===== src/rtl/lcd_pkg.sv =====
package lcd_pkg;
  // +1 for a one, -1 for a zero
  function automatic logic signed [1:0] pm_of(input logic b);
    return b ? 2'sd1 : -2'sd1;
  endfunction
endpackage


===== src/rtl/lcd_cfg.sv =====
module lcd_cfg #(
  parameter int MAX_N  = 48,
  parameter int RUN_W  = 8,
  parameter int NLEN_W = $clog2(MAX_N + 1),
  parameter int SUM_W  = NLEN_W + 2
) (
  input  logic                    clk_i,
  input  logic                    rst_ni,
  input  logic                    start_i,
  input  logic [NLEN_W-1:0]       win_len_i,
  input  logic [RUN_W-1:0]        min_run_i,
  output logic [NLEN_W-1:0]       n_o,
  output logic [RUN_W-1:0]        min_run_o,
  output logic signed [SUM_W-1:0] target_o,
  output logic                    err_o
);
  logic bad_len;
  assign bad_len = (win_len_i % NLEN_W'(3) != '0) || (win_len_i < NLEN_W'(3)) ||
                   (win_len_i > NLEN_W'(MAX_N));

  always_ff @(posedge clk_i or negedge rst_ni) begin
    if (!rst_ni) begin
      n_o       <= NLEN_W'(3);
      min_run_o <= RUN_W'(1);
      err_o     <= 1'b0;
    end else if (start_i) begin
      n_o       <= win_len_i;
      min_run_o <= min_run_i;
      err_o     <= bad_len;
    end
  end

  assign target_o = $signed({{(SUM_W - NLEN_W){1'b0}}, n_o / NLEN_W'(3)});
endmodule


===== src/rtl/lcd_window_sum.sv =====
module lcd_window_sum
  import lcd_pkg::*;
#(
  parameter int MAX_N  = 48,
  parameter int IDX_W  = 16,
  parameter int NLEN_W = $clog2(MAX_N + 1),
  parameter int SUM_W  = NLEN_W + 2
) (
  input  logic                    clk_i,
  input  logic                    rst_ni,
  input  logic                    start_i,
  input  logic                    valid_i,
  input  logic                    bit_i,
  input  logic [IDX_W-1:0]        idx_i,
  input  logic                    last_i,
  input  logic [NLEN_W-1:0]       n_i,
  input  logic                    err_i,
  output logic                    step_o,
  output logic                    win_ok_o,
  output logic                    last_o,
  output logic signed [SUM_W-1:0] sum_o,
  output logic [IDX_W-1:0]        label_o
);
  logic [MAX_N-1:0]        hist_q;
  logic [NLEN_W-1:0]       fill_q;
  logic signed [SUM_W-1:0] sum_nxt, add_v, sub_v;
  logic                    leave_bit, full;

  assign full      = (fill_q == n_i);
  assign leave_bit = hist_q[n_i - NLEN_W'(1)];

  always_comb begin
    add_v   = SUM_W'(pm_of(bit_i));
    sub_v   = full ? SUM_W'(pm_of(leave_bit)) : '0;
    sum_nxt = sum_o + add_v - sub_v;
  end

  always_ff @(posedge clk_i or negedge rst_ni) begin
    if (!rst_ni) begin
      hist_q   <= '0;
      fill_q   <= '0;
      sum_o    <= '0;
      step_o   <= 1'b0;
      win_ok_o <= 1'b0;
      last_o   <= 1'b0;
      label_o  <= '0;
    end else if (start_i) begin
      hist_q   <= '0;
      fill_q   <= '0;
      sum_o    <= '0;
      step_o   <= 1'b0;
      win_ok_o <= 1'b0;
      last_o   <= 1'b0;
    end else begin
      step_o <= valid_i;
      last_o <= valid_i & last_i;
      if (valid_i && !err_i) begin
        hist_q   <= {hist_q[MAX_N-2:0], bit_i};
        sum_o    <= sum_nxt;
        if (!full) fill_q <= fill_q + NLEN_W'(1);
        win_ok_o <= (fill_q + NLEN_W'(1)) >= n_i;
        label_o  <= idx_i - IDX_W'(n_i) + IDX_W'(1);
      end else begin
        win_ok_o <= 1'b0;
      end
    end
  end
endmodule


===== src/rtl/lcd_run_tracker.sv =====
module lcd_run_tracker #(
  parameter int IDX_W = 16,
  parameter int RUN_W = 8,
  parameter int SUM_W = 8
) (
  input  logic                    clk_i,
  input  logic                    rst_ni,
  input  logic                    start_i,
  input  logic                    step_i,
  input  logic                    win_ok_i,
  input  logic                    last_i,
  input  logic signed [SUM_W-1:0] sum_i,
  input  logic [IDX_W-1:0]        label_i,
  input  logic signed [SUM_W-1:0] target_i,
  input  logic [RUN_W-1:0]        min_run_i,
  output logic [IDX_W-1:0]        lo_o,
  output logic [IDX_W-1:0]        hi_o,
  output logic [IDX_W-1:0]        best_len_o,
  output logic                    done_o
);
  localparam logic [IDX_W-1:0] LEN_MAX = '1;

  logic [IDX_W-1:0] run_len_q, run_lo_q, run_hi_q;
  logic [IDX_W-1:0] eff_len, eff_lo, eff_hi, need_len;
  logic             match, close, take;

  always_comb begin
    match    = step_i && win_ok_i && (sum_i == target_i);
    eff_len  = run_len_q;
    eff_lo   = run_lo_q;
    eff_hi   = run_hi_q;
    if (match) begin
      if (run_len_q != LEN_MAX) eff_len = run_len_q + IDX_W'(1);
      if (run_len_q == '0) eff_lo = label_i;
      eff_hi = label_i;
    end
    close    = step_i && ((win_ok_i && !match) || last_i);
    need_len = (min_run_i == '0) ? IDX_W'(1) : IDX_W'(min_run_i);
    // strict compare keeps the earlier run on a tie
    take     = close && (eff_len != '0) && (eff_len >= need_len) && (eff_len > best_len_o);
  end

  always_ff @(posedge clk_i or negedge rst_ni) begin
    if (!rst_ni) begin
      run_len_q  <= '0;
      run_lo_q   <= '0;
      run_hi_q   <= '0;
      best_len_o <= '0;
      lo_o       <= '0;
      hi_o       <= '0;
      done_o     <= 1'b0;
    end else if (start_i) begin
      run_len_q  <= '0;
      best_len_o <= '0;
      lo_o       <= '0;
      hi_o       <= '0;
      done_o     <= 1'b0;
    end else if (step_i) begin
      if (close) run_len_q <= '0;
      else if (match) begin
        run_len_q <= eff_len;
        run_lo_q  <= eff_lo;
        run_hi_q  <= eff_hi;
      end
      if (take) begin
        best_len_o <= eff_len;
        lo_o       <= eff_lo;
        hi_o       <= eff_hi;
      end
      if (last_i) done_o <= 1'b1;
    end
  end
endmodule


===== src/rtl/lc_window_detector.sv =====
module lc_window_detector #(
  parameter int MAX_N  = 48,
  parameter int IDX_W  = 16,
  parameter int RUN_W  = 8,
  parameter int NLEN_W = $clog2(MAX_N + 1)
) (
  input  logic              clk_i,
  input  logic              rst_ni,
  input  logic              start_i,
  input  logic [NLEN_W-1:0] win_len_i,
  input  logic [RUN_W-1:0]  min_run_i,
  input  logic              valid_i,
  input  logic              bit_i,
  input  logic [IDX_W-1:0]  idx_i,
  input  logic              last_i,
  output logic [IDX_W-1:0]  lo_idx_o,
  output logic [IDX_W-1:0]  hi_idx_o,
  output logic              found_o,
  output logic              done_o,
  output logic              cfg_err_o
);
  localparam int SUM_W = NLEN_W + 2;

  logic [NLEN_W-1:0]       n_q;
  logic [RUN_W-1:0]        min_run_q;
  logic signed [SUM_W-1:0] target, win_sum;
  logic                    step, win_ok, step_last;
  logic [IDX_W-1:0]        label, best_len;

  lcd_cfg #(.MAX_N(MAX_N), .RUN_W(RUN_W), .NLEN_W(NLEN_W), .SUM_W(SUM_W)) u_cfg (
    .clk_i, .rst_ni, .start_i, .win_len_i, .min_run_i,
    .n_o(n_q), .min_run_o(min_run_q), .target_o(target), .err_o(cfg_err_o)
  );

  lcd_window_sum #(.MAX_N(MAX_N), .IDX_W(IDX_W), .NLEN_W(NLEN_W), .SUM_W(SUM_W)) u_win (
    .clk_i, .rst_ni, .start_i, .valid_i, .bit_i, .idx_i, .last_i,
    .n_i(n_q), .err_i(cfg_err_o),
    .step_o(step), .win_ok_o(win_ok), .last_o(step_last), .sum_o(win_sum), .label_o(label)
  );

  lcd_run_tracker #(.IDX_W(IDX_W), .RUN_W(RUN_W), .SUM_W(SUM_W)) u_run (
    .clk_i, .rst_ni, .start_i,
    .step_i(step), .win_ok_i(win_ok), .last_i(step_last), .sum_i(win_sum), .label_i(label),
    .target_i(target), .min_run_i(min_run_q),
    .lo_o(lo_idx_o), .hi_o(hi_idx_o), .best_len_o(best_len), .done_o(done_o)
  );

  assign found_o = (best_len != '0);
endmodule


===== config.mk =====
export PLATFORM = sky130hd
export DESIGN_NAME = lc_window_detector
export DESIGN_NICKNAME = d
export VERILOG_FILES = /design/src/rtl/lcd_pkg.sv /design/src/rtl/lcd_cfg.sv /design/src/rtl/lcd_window_sum.sv /design/src/rtl/lcd_run_tracker.sv /design/src/rtl/lc_window_detector.sv
export SDC_FILE = /design/constraint.sdc
export NUM_CORES = 1
export LEC_CHECK = 0
export BUFFER_PORTS_ARGS = -buffer_cell sky130_fd_sc_hd__buf_2
export CAP_MARGIN = 20
export CORE_ASPECT_RATIO = 0.75
export CORE_MARGIN = 2
export CORE_UTILIZATION = 54
export DETAILED_ROUTE_END_ITERATION = 8
export PLACE_DENSITY = 0.72
export SLEW_MARGIN = 20
export SYNTH_ARGS = -nofsm -noshare
export SYNTH_HDL_FRONTEND = slang
export SYNTH_SLANG_ARGS = --single-unit
export TNS_END_PERCENT = 20

===== constraint.sdc =====
create_clock -name clk_i -period 6.2 [get_ports clk_i]
set_clock_uncertainty 0.05 [all_clocks]
set_input_delay 1.86 -clock clk_i [delete_from_list [all_inputs] [get_ports clk_i]]
set_output_delay 1.86 -clock clk_i [all_outputs]
set_load 0.02 [all_outputs]

# [After elaboration in Yosys (flattened, before gate mapping)]
# Index checks and enable logic that the tools add are counted.
[classes] addsub=7 n_div=2 magnitude_cmp=6 n_eq_ne=4 muxes=38 bitwise=3 n_reduce_logical=29
[op_table] op="$mux 16" count=18
[op_table] op="$mux 48" count=2
[op_table] op="$add 16x1->16 const B" count=2
[op_table] op="$mux 8" count=4
[op_table] op="$reduce_bool 16->1" count=2
[op_table] op="$mux 6" count=3
[op_table] op="$ge 16x16->1" count=1
[op_table] op="$gt 16x16->1" count=1
[op_table] op="$logic_not 16->1" count=1
[op_table] op="$ne 16x16->1 const B" count=1
[op_table] op="$sub 16x6->16" count=1
[op_table] op="$reduce_and 2->1" count=5
[op_table] op="$add 8x2->8" count=1
[op_table] op="$eq 8x7->1" count=1
[op_table] op="$logic_and 1x1->1" count=8
[op_table] op="$logic_not 8->1" count=1
[op_table] op="$mux 1" count=8
[op_table] op="$reduce_bool 2->1" count=4
[op_table] op="$sub 8x8->8" count=1
[op_table] op="$lt 6x7->1 const B" count=1
[op_table] op="$add 6x1->6 const B" count=1
[op_table] op="$bmux 1 s6" count=1
[op_table] op="$div 6x2->6 const B" count=1
[op_table] op="$eq 6x6->1" count=1
[op_table] op="other kinds (14)" count=19
[word_totals] regBits=193 input_bits=36 out_inout_bits=35 word_cells=106

# [Longest topological paths before layout]
# Gate-level depths: netlist of run 1.
[logic_depth] ltp_word=13 mapped_depth=32 depth_no_buf=26

# [Hierarchy]
# Synthesis of run 1 repeated with hierarchy kept, for this count alone.
[unflattened] cells_unflattened=1253 hier_area_um2=12381.9
[by_module_without_submodules] mod="lcd_run_tracker" n_inst=1 cells_per_inst=647 area_per_inst_um2=6169.7 seq_area_each_um2=2427.3
[by_module_without_submodules] mod="lcd_window_sum" n_inst=1 cells_per_inst=445 area_per_inst_um2=4787.1 seq_area_each_um2=2026.9
[by_module_without_submodules] mod="lcd_cfg" n_inst=1 cells_per_inst=156 area_per_inst_um2=1393.8 seq_area_each_um2=379.1
[by_module_without_submodules] mod="lc_window_detector" n_inst=1 cells_per_inst=5 area_per_inst_um2=31.3 seq_area_each_um2=0.0

# [Worst setup path after synthesis of run 1]
# No wires, ideal clock.
[synth_timing] kind="reg2reg" from="register u_cfg.n_o[0]" to="register u_run.best_len_o[1]" setup_time_ps=94 arrival_ps=6447 required_time_ps=6056 slack_ps=-391 stages_incl_launch_ff=30 path_buffers=7 synth_period_minus_slack_ps=6591 path_cell_list="dfstp_2 clkbuf_1 buf_1 inv_1 ha_1 o211ai_2 o221ai_1 a211oi_2 a31oi_1 or4_4 and2_1 nor3_2 xnor2_1 clkbuf_1 clkbuf_1 inv_1 ha_1 a2111oi_0 o21ai_0 a31o_2 a21oi_1 a21boi_0 o311a_1 o221ai_2 and2_1 buf_6 buf_4 buf_4 a311oi_1 a211oi_1"
[synth_between] elab_chain_cells=12 elab_cells_between_ends=19 cone_classes="div (1); order compare (2); eq/ne (1); mux (4); reduce/logical (11)"
[synth_rtl] item="start, declared" line="lcd_cfg.sv:12" source="output logic [NLEN_W-1:0] n_o,"
[synth_rtl] item="start signal, assigned" line="lcd_cfg.sv:27" source="n_o <= win_len_i;"
[synth_rtl] item="$div 6x2->6 (*)" line="lcd_cfg.sv:33" source="assign target_o = $signed({{(SUM_W - NLEN_W){1'b0}}, n_o / NLEN_W'(3)});"
[synth_rtl] item="$eq 8x7->1 (*)" line="lcd_run_tracker.sv:28" source="match = step_i && win_ok_i && (sum_i == target_i);"
[synth_rtl] item="$logic_and 1x1->1 (*)" line="lcd_run_tracker.sv:28"
[synth_rtl] item="parallel branches: the longest is 9 deep, another holds $ge 16x16->1"
[synth_rtl] item="end signal, assigned" line="lcd_run_tracker.sv:66" source="best_len_o <= eff_len;"
[synth_rtl] item="end, declared" line="lcd_run_tracker.sv:18" source="output logic [IDX_W-1:0] best_len_o,"
# Every way passes the cells marked *. The select of a mux whose other input is x is not followed.
# A chain may end at the register's enable or synchronous reset.

# [Worst setup path after layout of run 1]
[layout_timing] from="register u_cfg.n_o[3]" to="register u_run.lo_o[2]"
[layout_between] elab_chain_cells=12 elab_cells_between_ends=20 cone_classes="div (1); order compare (2); eq/ne (1); mux (5); reduce/logical (11)"
[layout_rtl] item="$div 6x2->6 (*)" line="lcd_cfg.sv:33"
[layout_rtl] item="$eq 8x7->1 (*)" line="lcd_run_tracker.sv:28"
[layout_rtl] item="$logic_and 1x1->1 (*)" line="lcd_run_tracker.sv:28"
[layout_rtl] item="parallel branches: the longest is 9 deep, another holds $ge 16x16->1"
[layout_rtl] item="end signal, assigned" line="lcd_run_tracker.sv:67" source="lo_o <= eff_lo;"
[layout_rtl] item="end, declared" line="lcd_run_tracker.sv:16" source="output logic [IDX_W-1:0] lo_o,"
# Marks and branches as above.

==> Implementation_results.wiki, run 1 <==
{| class="wikitable"
! Metric !! Value
|-
| Result of the run || finished, final reports clean
|-
| Maximum fanout encountered on the critical timing path || 32
|-
| Synth Area per Inst || 9.62 um2
|-
| Post-synth design cell area || 12200 um2
|-
| Wire length after detailed routing || 30500 um
|-
| Flip-flop and latch area || 4830 um2
|-
| Core Area || 22100 um2
|-
| DP HPWL || 20300 um
|-
| Nets@finish || approximately 1400
|-
| Post-layout min period || between 5 and 6 ns
|-
| Antenna violations before repair || 0
|-
| Non-filler cells, final || 1605
|-
| Commonest cells after routing, fill and taps aside || 189 x dfrtp_1, 171 x nand2_1, 79 x inv_1
|-
| Max Cap Viol || 0
|-
| Post-route total power || 3.20 mW
|-
| Highest clock frequency the design can meet || 171 MHz
|-
| Number of vias after detailed routing || 10100
|-
| TritonCTS clock tree || built
|-
| Share of synthesized registers carrying an async set or reset || between 90% and 100%
|-
| Number of synthesized flops with an enable pin || 0
|-
| Number of nets still failing antenna checks after routing || 0
|-
| Total clock sinks || 193
|-
| Global-route total usage across every layer || 26.0%
|-
| Detailed-route vias per instance || 6.28
|-
| Post-placement worst setup slack || ~0.074 ns
|-
| Startpoint class of the critical path || register
|-
| Ratio of cells with drive above 1 in the final layout || between 15 and 20%
|-
| Worst-path clk slew || ~0.08 ns
|-
| Detailed Routing Iterations Pass 1 || 6
|-
| Crit path setup slack, layout || 0.365 ns
|-
| TritonCTS buffer count || 17
|-
| Transition time at the pin with the least slew margin || 1.09 ns
|-
| Filler Cell Count || between 1500 and 2000
|-
| Register-to-Register Path Depth || 26
|-
| Multi-input gate area in the final layout || 6700 um2
|-
| Die height || 134 um
|-
| Maximum count of clock buffers along a single path || 2
|-
| Count of boundary I/O pins || between 70 and 80
|-
| Warning count from the yosys run || 0
|-
| Worst ir drop on vdd || a little under 200 uV
|-
| Maximum number of pins on one net before global-route repair || 116
|-
| Count of placed standard cells including taps || between 1500 and 2000
|-
| Most frequent standard cell in the layout excluding fill and tap cells || dfrtp_1
|-
| Synthesis-to-layout area growth || 10.9%
|-
| Routability congestion estimate from global placement || 0.921
|-
| Dominant synthesized flop cell || dfrtp_1
|-
| Wire length per cell || 19.0 um
|-
| Final setup violating endpoints || 0
|-
| Die W || 178 um
|-
| Clk Latency, worst-skew pair || 0.45 ns
|-
| Unrepaired setup endpoints after global routing || no
|-
| Crit share post-route || 94.1%
|-
| Setup TNS || 0 ns
|-
| Post-synth top area cell || dfrtp_1
|-
| Share of the synthesized area in the top cell type || 39.0%
|-
| Type of the setup path with the least slack || register to register
|-
| Top cells by area, synth || dfrtp_1 39%, ha_1 7.0%, nand2_1 5.3%, a22o_1 4.3%, mux4_2 2.8%
|-
| Count of distinct cell types in the synthesized netlist || 78
|-
| Number of storage elements in the synthesis netlist || 193
|-
| Number of buffers inserted by port buffering || 70
|-
| Row count || 47
|-
| Final Hold Viols || 0
|-
| Worst endpoint data arrival time || between 6 and 7 ns
|-
| Starting Density || between 50% and 60%
|-
| Type of the most critical hold path || register to register
|-
| Hold path cells || 2
|-
| Worst slew slack as a fraction of its limit || 27.3%
|-
| Fin util || 61.2%
|-
| Buffer cell driving the clock tree root || clkbuf_16
|-
| Die area || 23800 um2
|-
| Critical path required time || 6.53 ns
|-
| Number of global-route vias before repair || about 9500
|-
| Synthesized netlist cell count || 1269
|-
| Pwr dens || about 240 nW/um2
|-
| Pleak || roughly 6.3 nW
|-
| Count of H-tree levels built during CTS || 4
|-
| Kind of capture point of the worst setup path || register
|-
| Sequential area share after synthesis || about two fifths
|-
| First-pass GRT wire length || 49800 um
|-
| Antenna diode count || 0
|-
| GRT Residual Overflow || 0
|-
| First DRT Iteration DRCs || 1023
|-
| Synth Net Count || 1380
|-
| DRC errors left || 0
|-
| Max Slew Vio Count || 0
|}
[critical path, cell delays in order, from the launching register on]
cell	delay [ns]
dfrtp_1	0.45
or3b_2	0.49
nand2_1	0.07
nand2_1	0.05
o21ai_0	0.08
ha_2	0.26
inv_1	0.10
nand3_1	0.09
a21oi_1	0.08
a211o_1	0.29
or4_4	0.45
a21o_1	0.28
nor2_1	0.11
buf_4	0.17
nand4_1	0.12
xnor2_1	0.41
ha_1	0.25
a21oi_1	0.05
o221ai_1	0.22
o31ai_1	0.12
a21boi_0	0.21
o311a_1	0.27
nand4bb_4	0.13
and2_4	0.20
clkbuf_16	0.19
or4_1	0.48
nand3_1	0.11
[cells by family (layout without fill, tap and decap cells)]
logic type | Yosys count | in the layout | synth area share, %
AO/OA/AOI/OAI | 317 | 317 | 19.5
XOR/XNOR | 55 | 55 | 3.95
adder cells (fa/ha/maj) | 77 | 77 | 8.29
buffers and inverters | 175 | 217 | 6.12
flip-flops | 193 | 193 | 39.6
multiplexers | 58 | 58 | 6.48
AND/OR/NAND/NOR | 394 | 394 | 16.1
[path summary, 6_finish.rpt]
path / slack (ns) / end / start
setup / recovery: 0.36 / u_run.lo_o[2] / u_cfg.n_o[3]
hold reg to reg: 0.43 / u_run.run_hi_q[4] / u_run.run_hi_q[4]
min in group asynchronous: 1.46 / u_run.best_len_o[4] / rst_ni
hold / removal: 0.43 / u_run.run_hi_q[4] / u_run.run_hi_q[4]
max in group asynchronous: 3.50 / u_run.run_lo_q[14] / rst_ni
setup reg to reg: 0.36 / u_run.lo_o[2] / u_cfg.n_o[3]
[synth_stat cells (8+ instances only)]
cell type / instances
dfrtp_1: 190
nand2_1: 172
inv_1: 79
ha_1: 68
a22o_1: 60
o21ai_0: 56
clkbuf_1: 54
a21oi_1: 42
nand3_1: 39
xnor2_1: 38
nor2_1: 36
a211oi_1: 30
a311oi_1: 27
mux2i_1: 25
or4_1: 22
and3_1: 21
buf_2: 21
nor2b_1: 20
mux2_2: 18
a41oi_1: 17
xor2_1: 17
a2111o_1: 16
nand4_1: 16
mux4_2: 15
nor3_1: 14
a21o_1: 11
nand2b_1: 10
buf_4: 9
nor4_1: 9
o31ai_1: 9
and2_1: 8
[per-layer routing]
metal	track usage [%]	routed length, um
met3	4.28	1920
met5	0	0
met2	39.0	13700
met4	6.83	469
met1	39.2	14400
[flip-flops by register name, indices dropped and copies added (netlist names), 16 cells and up]
register and flops:
u_run.run_hi_q 16, u_run.run_len_q 16, u_win.label_o 16, u_run.hi_o 16, u_run.lo_o 16, u_run.run_lo_q 16, u_win.hist_q 48, u_run.best_len_o 16
[stage by stage]
stage	hold WS (ns)	cell area (um2)
after floorplan	0.396	12200
after global placement	0.409	12800
after detailed placement	0.413	12800
after CTS	0.431	13400
after global routing	0.446	13500
final	0.435	13500
[power breakdown]
part           total, mW  switching, mW  internal [mW]
Sequential          1.45          0.107           1.35
Clock               1.18          0.562          0.618
Combinational      0.568          0.334          0.234
[final cells by class]
type | count | area share (%)
Timing Repair Buffer | 105 | 5.31
Multi-Input combinational cell | 901 | 49.5
Clock buffer | 18 | 3.17
Sequential cell | 193 | 35.7
Clock inverter | 14 | 1.39
Inverter | 80 | 2.22
Tap cell | 294 | 2.72
[what timing repair did]
action,in CTS,in global routing
gates resized for setup,0,11
buffers inserted,0,1
endpoints found under the setup margin,0,47
hold buffers,0,0
(Power assumes the default switching activity.)
==> inputs of run 2 (changes only) <==
--- a/config.mk
+++ b/config.mk
@@ -10,6 +10,7 @@
 export CORE_ASPECT_RATIO = 0.75
 export CORE_MARGIN = 2
 export CORE_UTILIZATION = 54
+export CTS_BUF_LIST = sky130_fd_sc_hd__clkbuf_16
 export DETAILED_ROUTE_END_ITERATION = 8
 export PLACE_DENSITY = 0.72
 export SLEW_MARGIN = 20
==> Implementation_results.wiki, run 2 (same netlist as run 1, synthesis figures left out) <==
{| class="wikitable"
! Metric !! Value
|-
| Antenna diode count || 0 (unchanged)
|-
| Core Area || 22100 um2 (unchanged)
|-
| Number of nets still failing antenna checks after routing || 0 (unchanged)
|-
| Nets@finish || 1409 (unchanged)
|-
| Buffer cell driving the clock tree root || clkbuf_16
|-
| Detailed Routing Iterations Pass 1 || 5 (-1)
|-
| Result of the run || finished, final reports clean
|-
| Row count || 47 (unchanged)
|-
| Post-placement worst setup slack || 0.0739 ns (unchanged)
|-
| Count of boundary I/O pins || 71 (unchanged)
|-
| Register-to-Register Path Depth || 26 (unchanged)
|-
| Post-layout min period || 5.83 ns (-0.00108 ns)
|-
| DP HPWL || 20300 um (unchanged)
|-
| Maximum number of pins on one net before global-route repair || 116 (unchanged)
|-
| Pwr dens || 236 nW/um2 (-0.25%)
|-
| Max Slew Vio Count || 0 (unchanged)
|-
| Wire length per cell || 18.9 um (-0.41%)
|-
| TritonCTS clock tree || built
|-
| Worst endpoint data arrival time || 6.17 ns (about the same)
|-
| Critical R2R Launch || u_cfg.n_o[3]
|-
| Largest Register || u_win.hist_q
|-
| Critical path required time || 6.53 ns (about the same)
|-
| Filler Cell Count || 1865 (unchanged)
|-
| Max Cap Viol || 0 (unchanged)
|-
| Highest clock frequency the design can meet || 171 MHz (about the same)
|-
| Type of the most critical hold path || register to register
|-
| Worst ir drop on vdd || 197 uV (-0.44%)
|-
| Crit path setup slack, layout || 0.366 ns (+0.00108 ns)
|-
| Reg2Reg Capture Point || u_run.lo_o[2]
|-
| Maximum count of clock buffers along a single path || 2 (unchanged)
|-
| DRC errors left || 0 (unchanged)
|-
| Starting Density || 55.2% (unchanged)
|-
| Die height || 134 um (unchanged)
|-
| Final Hold Viols || 0 (unchanged)
|-
| Clk Latency, worst-skew pair || 0.45 ns (about the same)
|-
| Die area || 23800 um2 (unchanged)
|-
| Commonest cells after routing, fill and taps aside || 189 x dfrtp_1, 171 x nand2_1, 80 x inv_1
|-
| Number of buffers inserted by port buffering || 70 (unchanged)
|-
| Crit-path slowest cell || or3b_2
|-
| Startpoint class of the critical path || register
|-
| First-pass GRT wire length || 49800 um (unchanged)
|-
| Transition time at the pin with the least slew margin || 1.09 ns (-0.00266 ns)
|-
| Worst slew slack as a fraction of its limit || 27.5% (+0.18 points)
|-
| Source of the worst hold timing path || u_run.run_hi_q[4]
|-
| Ratio of cells with drive above 1 in the final layout || 15.5% (unchanged)
|-
| Routability congestion estimate from global placement || 0.921 (unchanged)
|-
| GRT Residual Overflow || 0 (unchanged)
|-
| Final setup violating endpoints || 0 (unchanged)
|-
| Type of the setup path with the least slack || register to register
|-
| Worst-path clk slew || 0.08 ns (about the same)
|-
| Unrepaired setup endpoints after global routing || no
|-
| Hold path cells || 2 (unchanged)
|-
| Synthesis-to-layout area growth || 10.9% (unchanged)
|-
| Crit share post-route || 94.1% (about the same)
|-
| Hold_buf cts || 0 (unchanged)
|-
| Number of global-route vias before repair || 9472 (unchanged)
|-
| Internal reg-to-reg setup slack || 0.37 ns (about the same)
|-
| Maximum fanout encountered on the critical timing path || 32 (unchanged)
|-
| Number of vias after detailed routing || 10000 (-0.58%)
|-
| Detailed-route vias per instance || 6.25 (-0.58%)
|-
| Kind of capture point of the worst setup path || register
|-
| Largest register FFs || 48 (unchanged)
|-
| Global-route total usage across every layer || 26.0% (unchanged)
|-
| Pleak || 6.28 nW (about the same)
|-
| CP max stage delay || 0.49 ns (about the same)
|-
| Wire length after detailed routing || 30400 um (-0.41%)
|-
| TritonCTS buffer count || 17 (unchanged)
|-
| Setup TNS || 0 ns (unchanged)
|-
| Die W || 178 um (unchanged)
|-
| Antenna violations before repair || 0 (unchanged)
|-
| Most frequent standard cell in the layout excluding fill and tap cells || dfrtp_1
|-
| Count of H-tree levels built during CTS || 4 (unchanged)
|-
| Total clock sinks || 193 (unchanged)
|-
| Worst hold endpoint || u_run.run_hi_q[4]
|-
| First DRT Iteration DRCs || 1024 (+0.098%)
|}
==> run 2: power by group <==
group          internal (mW)  total, mW  leakage [nW]  switching [mW]
Clock                  0.617       1.17         0.306           0.556
Combinational          0.234      0.568          3.36           0.334
Sequential              1.35       1.45          2.62           0.106
==> run 2: area by class of cell <==
type | count | area (um2) | share of cell area (%)
timing repair buffer | 105 | 719 | 5.31
sequential | 193 | 4830 | 35.7
multi-input combinational | 901 | 6700 | 49.5
tap | 294 | 368 | 2.72
inverter | 80 | 300 | 2.22
clock inverter | 15 | 191 | 1.41
clock buffer | 17 | 425 | 3.14
==> run 2: metal layers <==
metal | track usage [%] | vias to the layer above | part of all wire (%)
li1 | - | 4709 | -
met1 | 39.2 | 4929 | 48
met2 | 39.0 | 352 | 45
met3 | 4.28 | 38 | 6.1
met4 | 6.83 | 0 | 1.5
met5 | 0 | - | 0
==> run 2: worst max-delay path by stage <==
stage / from / to / slack, ns / depth (start not counted)
finish: u_cfg.n_o[3] / u_run.lo_o[2] / 0.37 / 26
global route: u_cfg.n_o[3] / u_run.hi_o[8] / 0.06 / 26
CTS: u_cfg.n_o[3] / u_run.lo_o[8] / 0.04 / 26
detailed placement: u_cfg.n_o[2] / u_run.lo_o[2] / 0.07 / 26
global placement: u_cfg.n_o[5] / u_run.lo_o[9] / 0.32 / 26
floorplan: u_cfg.n_o[0] / u_run.best_len_o[1] / 0.12 / 29
==> run 2: critical path, delay by kind of cell, from the launching register on <==
family                     cells  cell delay, ns
xor gates and xnor gates       1            0.41
adders and majority gates      2            0.51
and+or+nand+nor               11            2.31
DFF                            1            0.45
AOI/OAI and AO/OA              9            1.60
buffers and inverters          3            0.46
==> run 2: repair_timing <==
action	CTS	global route
buffers inserted	0	1
setup endpoints to repair	0	47
gates resized for setup	0	11
hold endpoints to repair	0	0
==> run 2: stage by stage <==
stage                     total power [mW]  hold WS [ns]  instances  cell area (um2)  util (%)
final                                 3.19         0.434       1605            13500      61.2
after global routing                  3.35         0.446       1605            13500      61.2
after CTS                             3.21         0.431       1600            13400      60.6
after detailed placement              2.04         0.413       1568            12800      57.8
after global placement                2.02         0.409       1568            12800      57.8
after floorplan                       1.85         0.396       1269            12200         -
==> inputs of run 3 (changes only) <==
--- a/config.mk
+++ b/config.mk
@@ -12,7 +12,7 @@
 export CORE_UTILIZATION = 54
 export CTS_BUF_LIST = sky130_fd_sc_hd__clkbuf_16
 export DETAILED_ROUTE_END_ITERATION = 8
-export PLACE_DENSITY = 0.72
+export PLACE_DENSITY = 0.81
 export SLEW_MARGIN = 20
 export SYNTH_ARGS = -nofsm -noshare
 export SYNTH_HDL_FRONTEND = slang
==> Implementation_results.wiki, run 3 (same netlist as run 1, synthesis figures left out) <==
{| class="wikitable"
! Metric !! Value
|-
| Ratio of cells with drive above 1 in the final layout || 14.8% (-0.71 points)
|-
| Result of the run || finished, final reports clean
|-
| Routability congestion estimate from global placement || 0.923 (+0.17%)
|-
| Worst endpoint data arrival time || 6.15 ns (-0.02 ns)
|-
| Total clock sinks || 193 (unchanged)
|-
| Startpoint of the most critical setup path || u_cfg.n_o[5]
|-
| Antenna diode count || 0 (unchanged)
|-
| Most frequent standard cell in the layout excluding fill and tap cells || dfrtp_1
|-
| Critical R2R Launch || u_cfg.n_o[5]
|-
| Multi-input gate area in the final layout || 6670 um2 (-0.45%)
|-
| Pwr dens || 233 nW/um2 (-1.4%)
|-
| TritonCTS buffer count || 17 (unchanged)
|-
| Die area || 23800 um2 (unchanged)
|-
| Crit share post-route || 94.3% (+0.23 points)
|-
| Maximum number of pins on one net before global-route repair || 112 (-3.4%)
|-
| Flip-flop and latch area || 4830 um2 (unchanged)
|-
| Number of buffers inserted by port buffering || 70 (unchanged)
|-
| Maximum count of clock buffers along a single path || 2 (unchanged)
|-
| Type of the most critical hold path || register to register
|-
| Final Hold Viols || 0 (unchanged)
|-
| DRC errors left || 0 (unchanged)
|-
| Filler Cell Count || 1863 (-0.11%)
|-
| Count of placed standard cells including taps || 1563 (-0.32%)
|-
| Wire length after detailed routing || 30500 um (+0.36%)
|-
| Critical path required time || 6.50 ns (-0.03 ns)
|-
| Buffer cell driving the clock tree root || clkbuf_16
|-
| Die W || 178 um (unchanged)
|-
| Pleak || 6.21 nW (-1.2%)
|-
| Maximum fanout encountered on the critical timing path || 41 (+28%)
|-
| Commonest cells after routing, fill and taps aside || 189 x dfrtp_1, 172 x nand2_1, 80 x inv_1
|-
| Synthesis-to-layout area growth || 9.87%
|-
| Antenna violations before repair || 0 (unchanged)
|-
| Core Area || 22100 um2 (unchanged)
|-
| GRT Residual Overflow || 0 (unchanged)
|-
| Global-route total usage across every layer || 26.1% (+0.11 points)
|-
| Detailed Routing Iterations Pass 1 || 5 (unchanged)
|-
| Non-filler cells, final || 1600 (-0.31%)
|-
| Post-layout min period || 5.85 ns (+0.0144 ns)
|-
| TritonCTS clock tree || built
|-
| Die height || 134 um (unchanged)
|-
| Hold_buf cts || 0 (unchanged)
|-
| Worst ir drop on vdd || 229 uV (+16%)
|-
| Largest Register || u_win.hist_q
|-
| Clk Latency, worst-skew pair || 0.45 ns (about the same)
|-
| Starting Density || 55.2% (unchanged)
|-
| First-pass GRT wire length || 49700 um (-0.36%)
|-
| Worst slew slack as a fraction of its limit || 30.6% (+3.1 points)
|-
| Largest register FFs || 48 (unchanged)
|-
| Worst-path clk slew || 0.08 ns (about the same)
|-
| DP HPWL || 20600 um (+1.2%)
|-
| Nets@finish || 1404 (-0.35%)
|-
| Transition time at the pin with the least slew margin || 1.04 ns (-0.0460 ns)
|-
| Row count || 47 (unchanged)
|-
| Kind of capture point of the worst setup path || register
|-
| Wire length per cell || 19.0 um (+0.67%)
|-
| Detailed-route vias per instance || 6.29 (+0.74%)
|-
| Max Slew Vio Count || 0 (unchanged)
|-
| Number of nets still failing antenna checks after routing || 0 (unchanged)
|-
| Count of H-tree levels built during CTS || 4 (unchanged)
|-
| First DRT Iteration DRCs || 948 (-7.4%)
|-
| Number of vias after detailed routing || 10100 (+0.43%)
|-
| Highest clock frequency the design can meet || 171 MHz (-0.25%)
|-
| Post-route total power || 3.12 mW (-2.3%)
|-
| Type of the setup path with the least slack || register to register
|-
| Final setup violating endpoints || 0 (unchanged)
|-
| Count of boundary I/O pins || 71 (unchanged)
|-
| Source of the worst hold timing path || u_run.run_hi_q[5]
|-
| Startpoint class of the critical path || register
|-
| Max Cap Viol || 0 (unchanged)
|-
| Number of global-route vias before repair || 9608 (+1.4%)
|}
## run 3: changes by cell type in the layout (fill, tap and decap cells not counted), sizes merged
cell    change
clkbuf      -1
inv         +1
clkinv      +1
bufinv      -2
buf         -4
## run 3: report_power, final
| group | total [mW] | internal [mW] | switching (mW) |
|---|---|---|---|
| Sequential | 1.46 | 1.34 | 0.113 |
| Clock | 1.09 | 0.535 | 0.554 |
| Combinational | 0.572 | 0.235 | 0.337 |
| Total | 3.12 | 2.12 | 1.00 |
## run 3: final timing paths
path	cells past startpoint	slack, ns	endpoint
max	26	0.35	u_run.hi_o[13]
min	2	0.43	u_run.run_hi_q[5]
max reg2reg	26	0.35	u_run.hi_o[13]
min reg2reg	2	0.43	u_run.run_hi_q[5]
max in group asynchronous	2	3.70	u_run.run_hi_q[2]
min in group asynchronous	1	1.38	u_run.best_len_o[2]
## run 3: through the flow
| stage | util (%) | setup TNS (ns) | setup slack (ns) | hold WS (ns) | cell area [um2] |
|---|---|---|---|---|---|
| floorplan | - | 0 | 0.120 | 0.396 | 12200 |
| global placement | 57.6 | 0 | 0.413 | 0.408 | 12700 |
| detailed placement | 57.6 | 0 | 0.312 | 0.412 | 12700 |
| CTS | 60.2 | 0 | 0.249 | 0.430 | 13300 |
| global route | 60.7 | -0.747 | -0.0450 | 0.455 | 13400 |
| finish | 60.7 | 0 | 0.352 | 0.428 | 13400 |
## run 3: layout make-up
class,instances,area share [%]
tap,294,2.74
clock inverter,15,1.04
multi-input combinational,901,49.8
sequential,193,36.0
clock buffer,17,3.17
timing repair buffer,100,5.00
inverter,80,2.24
## run 3: repair_timing
item / CTS / global route
buffers inserted: 0 / 2
resized for setup: 0 / 9
hold endpoints to repair: 0 / 0
endpoints found under the setup margin: 0 / 48
## run 3: critical path, cell delays in order (launching register included)
cell and delay (ns):
dfrtp_2 0.47, or3b_2 0.50, nand2_1 0.07, nand2_1 0.05, o21ai_0 0.08, ha_2 0.25
inv_1 0.09, nand3_1 0.09, a21oi_1 0.07, a211o_1 0.28, or4_4 0.44, a21o_1 0.21
nor2_1 0.08, buf_4 0.17, nand2_1 0.11, xnor2_1 0.29, ha_1 0.31, a21o_1 0.18
a21o_1 0.17, a21oi_1 0.19, nand3_1 0.11, a211oi_1 0.27, a41o_1 0.15, o211a_2 0.21
buf_4 0.38, a311oi_1 0.16, a211oi_1 0.30
## run 3: layer usage
layer	global-route usage (%)	part of all wire [%]
met4	10.0	2.6
met2	38.9	45
met3	4.51	6.6
met1	38.1	46
met5	0	0
